### config.mk
export PLATFORM = sky130hd
export DESIGN_NAME = cfg_loader_host
export DESIGN_NICKNAME = d
export VERILOG_FILES = /design/src/rtl/cfgl_pkg.sv /design/src/rtl/cfgl_phase_timer.sv /design/src/rtl/cfgl_seq.sv /design/src/rtl/cfgl_pin_stage.sv /design/src/rtl/cfg_loader_host.sv
export SDC_FILE = /design/constraint.sdc
export NUM_CORES = 1
export LEC_CHECK = 0
export BUFFER_PORTS_ARGS = -buffer_cell sky130_fd_sc_hd__buf_2
export CORE_MARGIN = 5
export CORE_UTILIZATION = 52
export CTS_CLUSTER_DIAMETER = 50
export CTS_CLUSTER_SIZE = 8
export DETAILED_ROUTE_END_ITERATION = 8
export PLACE_DENSITY = 0.77
export SYNTH_ARGS = -nofsm -noshare
export SYNTH_HDL_FRONTEND = slang
export SYNTH_SLANG_ARGS = --single-unit
### constraint.sdc
create_clock -name clk -period 2.8 [get_ports clk]
set_clock_uncertainty 0.1 [all_clocks]
set_input_delay 0.42 -clock clk [delete_from_list [all_inputs] [get_ports clk]]
set_output_delay 0.42 -clock clk [all_outputs]
set_load 0.01 [all_outputs]
### src/rtl/cfgl_pkg.sv
package cfgl_pkg;

  typedef enum logic [3:0] {
    ST_IDLE,
    ST_DIR_LEAD,
    ST_SEL_LEAD,
    ST_WAIT,
    ST_SETUP,
    ST_HIGH,
    ST_FIN_LOW,
    ST_FIN_SEL,
    ST_ABT_REL,
    ST_ABT_DIR
  } cfgl_state_e;

  typedef struct packed {
    logic cclk;
    logic sel_n;
    logic dir_n;
    logic oe;
  } cfgl_ctl_t;

  localparam cfgl_ctl_t CTL_IDLE = '{cclk: 1'b0, sel_n: 1'b1, dir_n: 1'b1, oe: 1'b0};

  // Pin levels for each sequencer state; drv says a byte already sits on the bus.
  function automatic cfgl_ctl_t cfgl_decode(input cfgl_state_e st, input logic drv);
    cfgl_ctl_t c;
    c = CTL_IDLE;
    case (st)
      ST_DIR_LEAD: begin c.dir_n = 1'b0; end
      ST_SEL_LEAD: begin c.dir_n = 1'b0; c.sel_n = 1'b0; end
      ST_WAIT:     begin c.dir_n = 1'b0; c.sel_n = 1'b0; c.oe = drv; end
      ST_SETUP,
      ST_FIN_LOW:  begin c.dir_n = 1'b0; c.sel_n = 1'b0; c.oe = 1'b1; end
      ST_HIGH:     begin c.dir_n = 1'b0; c.sel_n = 1'b0; c.oe = 1'b1; c.cclk = 1'b1; end
      ST_FIN_SEL:  begin c.dir_n = 1'b0; end
      ST_ABT_REL:  begin c.dir_n = 1'b0; c.sel_n = 1'b0; end
      ST_ABT_DIR:  begin c.sel_n = 1'b0; end
      default:     c = CTL_IDLE;
    endcase
    return c;
  endfunction

endpackage

### src/rtl/cfgl_phase_timer.sv
module cfgl_phase_timer #(
  parameter int CNT_W = 4
) (
  input  logic             clk,
  input  logic             rst_n,
  input  logic             load,
  input  logic [CNT_W-1:0] load_val,
  output logic             tc
);
  logic [CNT_W-1:0] cnt_q;

  always_ff @(posedge clk or negedge rst_n) begin
    if (!rst_n)           cnt_q <= '0;
    else if (load)        cnt_q <= load_val;
    else if (cnt_q != '0) cnt_q <= cnt_q - 1'b1;
  end

  assign tc = (cnt_q == '0);
endmodule

### src/rtl/cfgl_seq.sv
module cfgl_seq
  import cfgl_pkg::*;
#(
  parameter int DW       = 8,
  parameter int LEAD_CYC = 2,
  parameter int LOW_CYC  = 2,
  parameter int HIGH_CYC = 2,
  parameter int CNT_W    = 2
) (
  input  logic             clk,
  input  logic             rst_n,
  input  logic             start_i,
  input  logic             abort_i,
  input  logic             s_valid_i,
  input  logic [DW-1:0]    s_data_i,
  input  logic             s_last_i,
  output logic             s_ready_o,
  input  logic             tmr_tc,
  output logic             tmr_load,
  output logic [CNT_W-1:0] tmr_val,
  output logic             busy_o,
  output logic             done_o,
  output cfgl_ctl_t        ctl_o,
  output logic [DW-1:0]    data_o
);
  cfgl_state_e      state_q, state_d;
  logic [DW-1:0]    data_q;
  logic             last_q, drv_q, pend_q, done_q;
  logic             accept;
  int unsigned      len_d;

  assign s_ready_o = (state_q == ST_WAIT) && !abort_i && !pend_q;
  assign accept    = s_ready_o && s_valid_i;

  always_comb begin
    state_d = state_q;
    case (state_q)
      ST_IDLE:     if (start_i) state_d = ST_DIR_LEAD;
      ST_DIR_LEAD: if (abort_i) state_d = ST_ABT_REL;
                   else if (tmr_tc) state_d = ST_SEL_LEAD;
      ST_SEL_LEAD: if (abort_i) state_d = ST_ABT_REL;
                   else if (tmr_tc) state_d = ST_WAIT;
      ST_WAIT:     if (abort_i) state_d = ST_ABT_REL;
                   else if (accept) state_d = ST_SETUP;
      ST_SETUP:    if (abort_i) state_d = ST_ABT_REL;
                   else if (tmr_tc) state_d = ST_HIGH;
      ST_HIGH:     if (tmr_tc) begin
                     if (abort_i || pend_q) state_d = ST_ABT_REL;
                     else if (last_q)       state_d = ST_FIN_LOW;
                     else                   state_d = ST_WAIT;
                   end
      ST_FIN_LOW:  if (abort_i) state_d = ST_ABT_REL;
                   else if (tmr_tc) state_d = ST_FIN_SEL;
      ST_FIN_SEL:  if (tmr_tc) state_d = ST_IDLE;
      ST_ABT_REL:  if (tmr_tc) state_d = ST_ABT_DIR;
      ST_ABT_DIR:  if (tmr_tc) state_d = ST_IDLE;
      default:     state_d = ST_IDLE;
    endcase
  end

  always_comb begin
    case (state_d)
      ST_DIR_LEAD, ST_SEL_LEAD, ST_FIN_SEL,
      ST_ABT_REL, ST_ABT_DIR:  len_d = LEAD_CYC;
      ST_SETUP, ST_FIN_LOW:    len_d = LOW_CYC;
      ST_HIGH:                 len_d = HIGH_CYC;
      default:                 len_d = 1;
    endcase
  end

  assign tmr_load = (state_d != state_q);
  assign tmr_val  = CNT_W'(len_d - 1);

  always_ff @(posedge clk or negedge rst_n) begin
    if (!rst_n) begin
      state_q <= ST_IDLE;
      data_q  <= '0;
      last_q  <= 1'b0;
      drv_q   <= 1'b0;
      pend_q  <= 1'b0;
      done_q  <= 1'b0;
    end else begin
      state_q <= state_d;
      if (accept) begin
        data_q <= s_data_i;
        last_q <= s_last_i;
        drv_q  <= 1'b1;
      end
      if (state_q == ST_HIGH && abort_i) pend_q <= 1'b1;
      if (state_d == ST_IDLE) begin
        pend_q <= 1'b0;
        drv_q  <= 1'b0;
        last_q <= 1'b0;
      end
      if (state_q == ST_IDLE && start_i)             done_q <= 1'b0;
      else if (state_q == ST_FIN_SEL && tmr_tc)      done_q <= 1'b1;
    end
  end

  assign busy_o = (state_q != ST_IDLE);
  assign done_o = done_q;
  assign ctl_o  = cfgl_decode(state_q, drv_q);
  assign data_o = data_q;
endmodule

### src/rtl/cfgl_pin_stage.sv
module cfgl_pin_stage
  import cfgl_pkg::*;
#(
  parameter int DW = 8
) (
  input  logic          clk,
  input  logic          rst_n,
  input  cfgl_ctl_t     ctl_i,
  input  logic [DW-1:0] data_i,
  output cfgl_ctl_t     ctl_o,
  output logic [DW-1:0] data_o
);
  always_ff @(posedge clk or negedge rst_n) begin
    if (!rst_n) begin
      ctl_o  <= CTL_IDLE;
      data_o <= '0;
    end else begin
      ctl_o  <= ctl_i;
      data_o <= data_i;
    end
  end
endmodule

### src/rtl/cfg_loader_host.sv
module cfg_loader_host
  import cfgl_pkg::*;
#(
  parameter int DW       = 8,
  parameter int LEAD_CYC = 2,
  parameter int LOW_CYC  = 2,
  parameter int HIGH_CYC = 2
) (
  input  logic          clk,
  input  logic          rst_n,
  input  logic          start_i,
  input  logic          abort_i,
  input  logic          s_valid_i,
  input  logic [DW-1:0] s_data_i,
  input  logic          s_last_i,
  output logic          s_ready_o,
  output logic          cfg_clk_o,
  output logic          sel_n_o,
  output logic          dir_n_o,
  output logic [DW-1:0] bus_o,
  output logic          bus_oe_o,
  output logic          busy_o,
  output logic          done_o
);
  localparam int MAX_LH = (LOW_CYC > HIGH_CYC) ? LOW_CYC : HIGH_CYC;
  localparam int MAX_PH = (LEAD_CYC > MAX_LH) ? LEAD_CYC : MAX_LH;
  localparam int CNT_W  = (MAX_PH < 2) ? 1 : $clog2(MAX_PH);

  logic             tmr_load, tmr_tc;
  logic [CNT_W-1:0] tmr_val;
  cfgl_ctl_t        ctl_d, ctl_q;
  logic [DW-1:0]    data_d;

  cfgl_phase_timer #(.CNT_W(CNT_W)) u_timer (
    .clk(clk), .rst_n(rst_n), .load(tmr_load), .load_val(tmr_val), .tc(tmr_tc)
  );

  cfgl_seq #(
    .DW(DW), .LEAD_CYC(LEAD_CYC), .LOW_CYC(LOW_CYC), .HIGH_CYC(HIGH_CYC), .CNT_W(CNT_W)
  ) u_seq (
    .clk(clk), .rst_n(rst_n), .start_i(start_i), .abort_i(abort_i),
    .s_valid_i(s_valid_i), .s_data_i(s_data_i), .s_last_i(s_last_i),
    .s_ready_o(s_ready_o), .tmr_tc(tmr_tc), .tmr_load(tmr_load), .tmr_val(tmr_val),
    .busy_o(busy_o), .done_o(done_o), .ctl_o(ctl_d), .data_o(data_d)
  );

  cfgl_pin_stage #(.DW(DW)) u_pins (
    .clk(clk), .rst_n(rst_n), .ctl_i(ctl_d), .data_i(data_d),
    .ctl_o(ctl_q), .data_o(bus_o)
  );

  assign cfg_clk_o = ctl_q.cclk;
  assign sel_n_o   = ctl_q.sel_n;
  assign dir_n_o   = ctl_q.dir_n;
  assign bus_oe_o  = ctl_q.oe;
endmodule

==> results.yml, run 1 <==
run_status:
  outcome: "finished, violations left"
  failed_checks: "hold timing"
cts:
  postCtsHoldBufs: 0
  cts_tree: "built"
  ctsHtreeMaxLevel: 2
  cts_root_buffer: "clkbuf_4"
  clk_path_buf_depth: 2
  post_cts_buffers: 0
  clk_pin_slew_ns: 0.09
  numCtsBuffers: 5
  clock_latency_ns: 0.33
  post_cts_resized: 0
  numClockSinks: 29
logic_synthesis:
  yosysTopAreaCell: "dfrtp_1"
  synth_seq_cells: 29
  syn_area_per_cell_um2: 10.77
  postSynthNetCount: 138
  synth_enable_flop_cells: 0
  synthTopCellsByArea: "dfrtp_1 51%, mux2_2 6.8%, nor2_1 4.2%"
  async_reset_ff_frac: 1.000
  synth_flop_cell: "dfrtp_1"
  yosysTopAreaCellShare: 0.5099
  synthCells: 123
  synth_warnings: 0
  synth_most_common_cell: "dfrtp_1"
  synthTopCellsByCount: "27 x dfrtp_1, 15 x nor2_1, 8 x mux2_2"
  synth-seq-area-share: 0.5496
  netlist_area_um2: 1325
  ys_types: 35
die:
  num_rows: 18
  fp.dieW_um: 60.48
  die-area_um2: 3658
  num_io_pins: 29
  start_util: 0.5398
  core_region_area_um2: 2455
  die_y_um: 60.48
setup_path:
  worstPathMaxFanout: 12
  crit_slowest_cell: "dfrtp_1"
  critical_path.endpoint_type: "flip-flop"
  worstRegToRegCells: 7
  crit_type: "flip-flop to flip-flop"
  cp_data_arrival_time_ns: 2.47
  slowest_delay_ns: 0.60
  cp-start-kind: "flip-flop"
  crit_required_ns: 2.89
  crit_chain: "and2_1 > nand4b_1 > and3_1 > o22ai_1 > ha_1 > nor3b_1 > nor2_1"
global_routing:
  grt_usage: 0.1920
  grt_pass1_wl_um: 4981
  grt.overflow.total: 0
  grt_pass1_vias: 1089
  grt_max_degree: 30
  antenna_found_initial: 0
drt:
  wl_per_cell_um: 16.74
  postRouteAntennaNets: 0
  dr.pass1.iters: 4
  routed_wl_um: 3096
  via_count: 1069
  drc: 0
  drt_iter0_drc: 32
  vias_per_cell: 5.778
sta:
  fin_ws_ns: 0.4261
  finalSetupViolations: 0
  fmax_ghz: 0.4213
  maxSlewHeadroom: 0.5861
  drv_slew: 0
  hold_ws_ns: -0.001974
  tns_ns: 0
  rsz0062_at_grt: "no"
  layout_worst_path_cycle_share: 0.8478
  worst_pin_slew_ns: 0.6209
  hold_violations: 12
  period_needed_ns: 2.374
placed_design:
  hpwl_um: 2232
  gp_congestion: 0.8700
  pre_cts_ws_ns: 0.3797
  port-buffer-count: 28
layout:
  fin_nets: 169
  area_growth_pct: 19.07
  n_antenna_cell: 0
  nFillCells: 208
  drive_above_1_share: 0.3226
power:
  max-vdd-ir-drop_mv: 0.6401
  powerDensity_nw_per_um2: 980.4
  leakage_nw: 0.8001
flow_run:
  drv_cap: 0
min_path:
  hp-class: "primary input to asynchronous set/reset pin"
cell type report:
type	instances	area, µm²	share of cell area
clock buffers	7	55.05	0.03489
repair buffers	31	162.7	0.1031
inverters	5	18.77	0.01190
well taps	30	37.54	0.02379
multi-input cells	82	545.5	0.3458
flip-flops and latches	29	728.2	0.4615
clock inverters	1	30.03	0.01903
cells in the final DEF, fill, tap and decap left out, drive strengths merged, types with 2 or more instances in the layout:
| cell type | netlist | layout |
|---|---|---|
| buf | 4 | 31 |
| dfrtp | 27 | 27 |
| nor2 | 15 | 15 |
| mux2 | 9 | 9 |
| nand2 | 7 | 7 |
| a21oi | 7 | 7 |
| clkbuf | 3 | 7 |
| inv | 5 | 5 |
| nand2b | 4 | 4 |
| nor2b | 4 | 4 |
| o21ai | 4 | 4 |
| a31oi | 4 | 4 |
| nor3 | 4 | 4 |
| o211ai | 3 | 3 |
| a2bb2oi | 2 | 2 |
| o22ai | 2 | 2 |
| and3 | 2 | 2 |
| mux2i | 2 | 2 |
| dfstp | 2 | 2 |
where the power goes:
group / switching (W) / internal [W]
clock: 0.000141 / 0.000213
combinational: 0.000294 / 0.000244
sequential: 0.000111 / 0.000543
total: 0.000546 / 0.00100
flip-flops by register name, summed over array words and instances, names as in the netlist, 4 cells and up:
name	flops
u_seq.data_o	8
u_pins.ctl_o	4
u_pins.data_o	8
u_seq.state_q	4
layer usage:
metal	global-route usage	part of all wire
met1	0.2248	0.38
met2	0.3117	0.51
met3	0.07234	0.084
met4	0.09288	0.026
met5	0	0
final timing paths:
kind	start	endpoint	slack, ns
max	u_seq.state_q[0]	u_seq.last_q	0.43
min	rst_n	u_pins.ctl_o[0]	-0.002
max reg2reg	u_seq.state_q[0]	u_seq.last_q	0.43
min reg2reg	u_seq.data_o[6]	u_pins.data_o[6]	0.29
max in group asynchronous	rst_n	u_seq.state_q[2]	2.20
min in group clk	start_i	u_seq.done_o	0.18
critical path, delay by kind of cell (launching register included):
family          cells  cell delay (ns)
simple gates        5             1.21
flops               1             0.60
compound gates      1             0.16
fa+ha+maj           1             0.17
kinds of logic after synthesis:
logic type / synth area share
buf+inv: 0.03872
compound gates: 0.1237
xor+xnor: 0.006611
mux: 0.09160
fa+ha+maj: 0.009441
simple gates: 0.1804
flops: 0.5496
stage by stage:
| step | cells | instance area (µm²) | util | hold WS, ns | power [W] |
|---|---|---|---|---|---|
| after global routing | 185 | 1578 | 0.6427 | 0.02207 | 0.001652 |
| after detailed placement | 177 | 1493 | 0.6081 | 0.2673 | 0.001197 |
| final | 185 | 1578 | 0.6427 | -0.001974 | 0.001547 |
| after global placement | 177 | 1493 | 0.6081 | 0.2524 | 0.001170 |
| after CTS | 185 | 1578 | 0.6427 | 0.006554 | 0.001560 |
| after floorplan | 123 | 1325 | - | 0.02441 | 0.001002 |
Note: power is estimated with default switching activity, not from simulation.
==> run 2: changes to the inputs <==
--- a/config.mk
+++ b/config.mk
@@ -5,13 +5,14 @@
 export SDC_FILE = /design/constraint.sdc
 export NUM_CORES = 1
 export LEC_CHECK = 0
+export ABC_AREA = 1
 export BUFFER_PORTS_ARGS = -buffer_cell sky130_fd_sc_hd__buf_2
 export CORE_MARGIN = 5
-export CORE_UTILIZATION = 52
+export CORE_UTILIZATION = 54
 export CTS_CLUSTER_DIAMETER = 50
 export CTS_CLUSTER_SIZE = 8
 export DETAILED_ROUTE_END_ITERATION = 8
-export PLACE_DENSITY = 0.77
+export PLACE_DENSITY = 0.78
 export SYNTH_ARGS = -nofsm -noshare
 export SYNTH_HDL_FRONTEND = slang
 export SYNTH_SLANG_ARGS = --single-unit
==> constraint.sdc (replaced) <==
create_clock -name clk -period 2.3 [get_ports clk]
set_clock_uncertainty 0.1 [all_clocks]
set_input_delay 0.345 -clock clk [delete_from_list [all_inputs] [get_ports clk]]
set_output_delay 0.345 -clock clk [all_outputs]
set_load 0.01 [all_outputs]
==> run 2 against run 1 <==
The flow now finishes without violations. Via count rose by 25%. Non-clock buffer count unchanged. Synthesized cell count rose by 59%. Critical path type unchanged.
==> results.yml, run 2 <==
drt:
  postRouteAntennaNets: 0
  drc: 0
  dr.pass1.iters: 4
  wl_per_cell_um: 12.64
  drt_iter0_drc: 81
  vias_per_cell: 5.139
  routed_wl_um: 3275
  via_count: 1331
setup_path:
  crit_required_ns: 2.44
  slowest_delay_ns: 0.47
  worstPathMaxFanout: 7
  crit_type: "flip-flop to flip-flop"
  cp_data_arrival_time_ns: 2.23
  crit_slowest_cell: "dfrtp_1"
  cp-start-kind: "flip-flop"
  crit_chain: "inv_1 > nand2_1 > nor2_1 > nand2_1 > nand2_1 > nor2_2 > nand2_2 > inv_1 > ha_1 > inv_1 > nand3b_1 > nor2_1 > a21oi_2"
  critical_path.endpoint_type: "flip-flop"
  crit_family: "simple AND/OR/NAND/NOR gates"
  r2r_slack_ns: 0.20
  path_buf_inv: 3
logic_synthesis:
  yosysTopAreaCellShare: 0.4448
  synth_flop_cell: "dfrtp_1"
  synthTopCellsByCount: "77 x nand2_1, 27 x dfrtp_1, 18 x inv_1"
  synth-seq-area-share: 0.4794
  synth_warnings: 0
  netlist_area_um2: 1519
  postSynthNetCount: 210
  synth_seq_cells: 29
  synthCells: 195
  ys_types: 28
  synth_enable_flop_cells: 0
  synth_most_common_cell: "nand2_1"
  syn_area_per_cell_um2: 7.790
  synthTopCellsByArea: "dfrtp_1 44%, nand2_1 19%, inv_1 4.4%"
  async_reset_ff_frac: 1.000
  yosysTopAreaCell: "dfrtp_1"
layout:
  area_growth_pct: 13.76
  fin_nets: 242
  layout_common_cells: "77 x nand2_1, 28 x buf_2, 26 x dfrtp_1"
  n_antenna_cell: 0
  drive_above_1_share: 0.2763
  nFillCells: 239
  fin_area_um2: 1728
  top_regs: "u_pins.data_o: 8 flops, u_seq.data_o: 8 flops"
  layout_commonest_cell: "nand2_1"
  fin_util: 0.6320
die:
  num_rows: 19
  num_io_pins: 29
  core_region_area_um2: 2734
  fp.dieW_um: 63.04
  die_y_um: 63.04
  die-area_um2: 3973
  start_util: 0.5556
sta:
  rsz0062_at_grt: "no"
  finalSetupViolations: 0
  drv_slew: 0
  fmax_ghz: 0.4769
  period_needed_ns: 2.097
  tns_ns: 0
  maxSlewHeadroom: 0.5806
  layout_worst_path_cycle_share: 0.9118
  fin_ws_ns: 0.2029
  worst_pin_slew_ns: 0.6290
  hold_violations: 0
power:
  powerDensity_nw_per_um2: 1050
  leakage_nw: 1.036
  max-vdd-ir-drop_mv: 1.109
cts:
  numClockSinks: 29
  clk_path_buf_depth: 2
  cts_root_buffer: "clkbuf_4"
  cts_tree: "built"
  post_cts_buffers: 0
  clk_pin_slew_ns: 0.10
  ctsHtreeMaxLevel: 2
  numCtsBuffers: 5
  clock_latency_ns: 0.33
global_routing:
  grt_pass1_wl_um: 5865
  grt_max_degree: 30
  antenna_found_initial: 0
  grt_pass1_vias: 1329
  grt_usage: 0.1880
  grt.overflow.total: 0
placed_design:
  hpwl_um: 2395
  dpl_cell_area_um2: 1662
  port-buffer-count: 28
  pre_cts_ws_ns: 0.2024
  gp_congestion: 0.9776
flow_run:
  drv_cap: 0
min_path:
  hp-class: "primary input to flip-flop"
run_status:
  outcome: "completed"
## run 2: cells by family (layout without fill, tap and decap cells)
family,after synthesis,in the layout,share of synthesized area
buffers and inverters,28,61,0.08979
AND/OR/NAND/NOR,124,124,0.3624
XOR/XNOR,1,1,0.005767
AO/OA/AOI/OAI,12,12,0.05437
flip-flops,29,29,0.4794
adder cells (fa/ha/maj),1,1,0.008236
## run 2: worst paths after layout
| check | startpoint | endpoint | cells after the start |
|---|---|---|---|
| worst max register to register | u_seq.state_q[0] | u_timer.cnt_q | 13 |
| min in group asynchronous | rst_n | u_pins.ctl_o[0] | 2 |
| worst max-delay path | u_seq.state_q[0] | u_timer.cnt_q | 13 |
| worst min register to register | u_seq.data_o[3] | u_pins.data_o[3] | 0 |
| max in group asynchronous | rst_n | u_seq.state_q[3] | 2 |
| worst min-delay path | s_data_i[4] | u_seq.data_o[4] | 3 |
## run 2: stage by stage
step | power, W | instances | hold WS, ns
final | 0.001814 | 259 | 0.1125
after global routing | 0.001983 | 259 | 0.1085
after CTS | 0.001819 | 259 | 0.1028
after detailed placement | 0.001512 | 250 | 0.2602
after global placement | 0.001508 | 250 | 0.2556
after floorplan | 0.001316 | 195 | -0.05059
## run 2: cell type report
type / count / area (µm²) / area share
Multi-Input combinational cell: 138 / 654.4 / 0.3787
Tap cell: 31 / 38.79 / 0.02245
Timing Repair Buffer: 31 / 165.2 / 0.09558
Sequential cell: 29 / 729.5 / 0.4222
Inverter: 22 / 85.08 / 0.04924
Clock inverter: 3 / 17.52 / 0.01014
Clock buffer: 5 / 37.54 / 0.02172
## run 2: per-layer routing
metal	share of wire	wire length, µm	track usage
met2	0.45	1480	0.2833
met4	0.043	140	0.1167
met3	0.093	305	0.07014
met1	0.41	1348	0.2244
met5	0	0	0
## run 2: power by group
group | switching (W) | internal, W | total, W
Combinational | 0.000506 | 0.000277 | 0.000782
Sequential | 0.0000966 | 0.000634 | 0.000731
Clock | 0.000186 | 0.000115 | 0.000301
## run 2: timing repair
item | CTS | global route
endpoints found under the hold margin | 27 | 0
hold buffers | 1 | 0
endpoints found under the setup margin | 0 | 1
gates resized for setup | 0 | 1
## run 2: tightest hold or removal path, stage by stage
cell and delay (ns):
buf_2 0.07, nand2_1 0.04, nand2_1 0.05
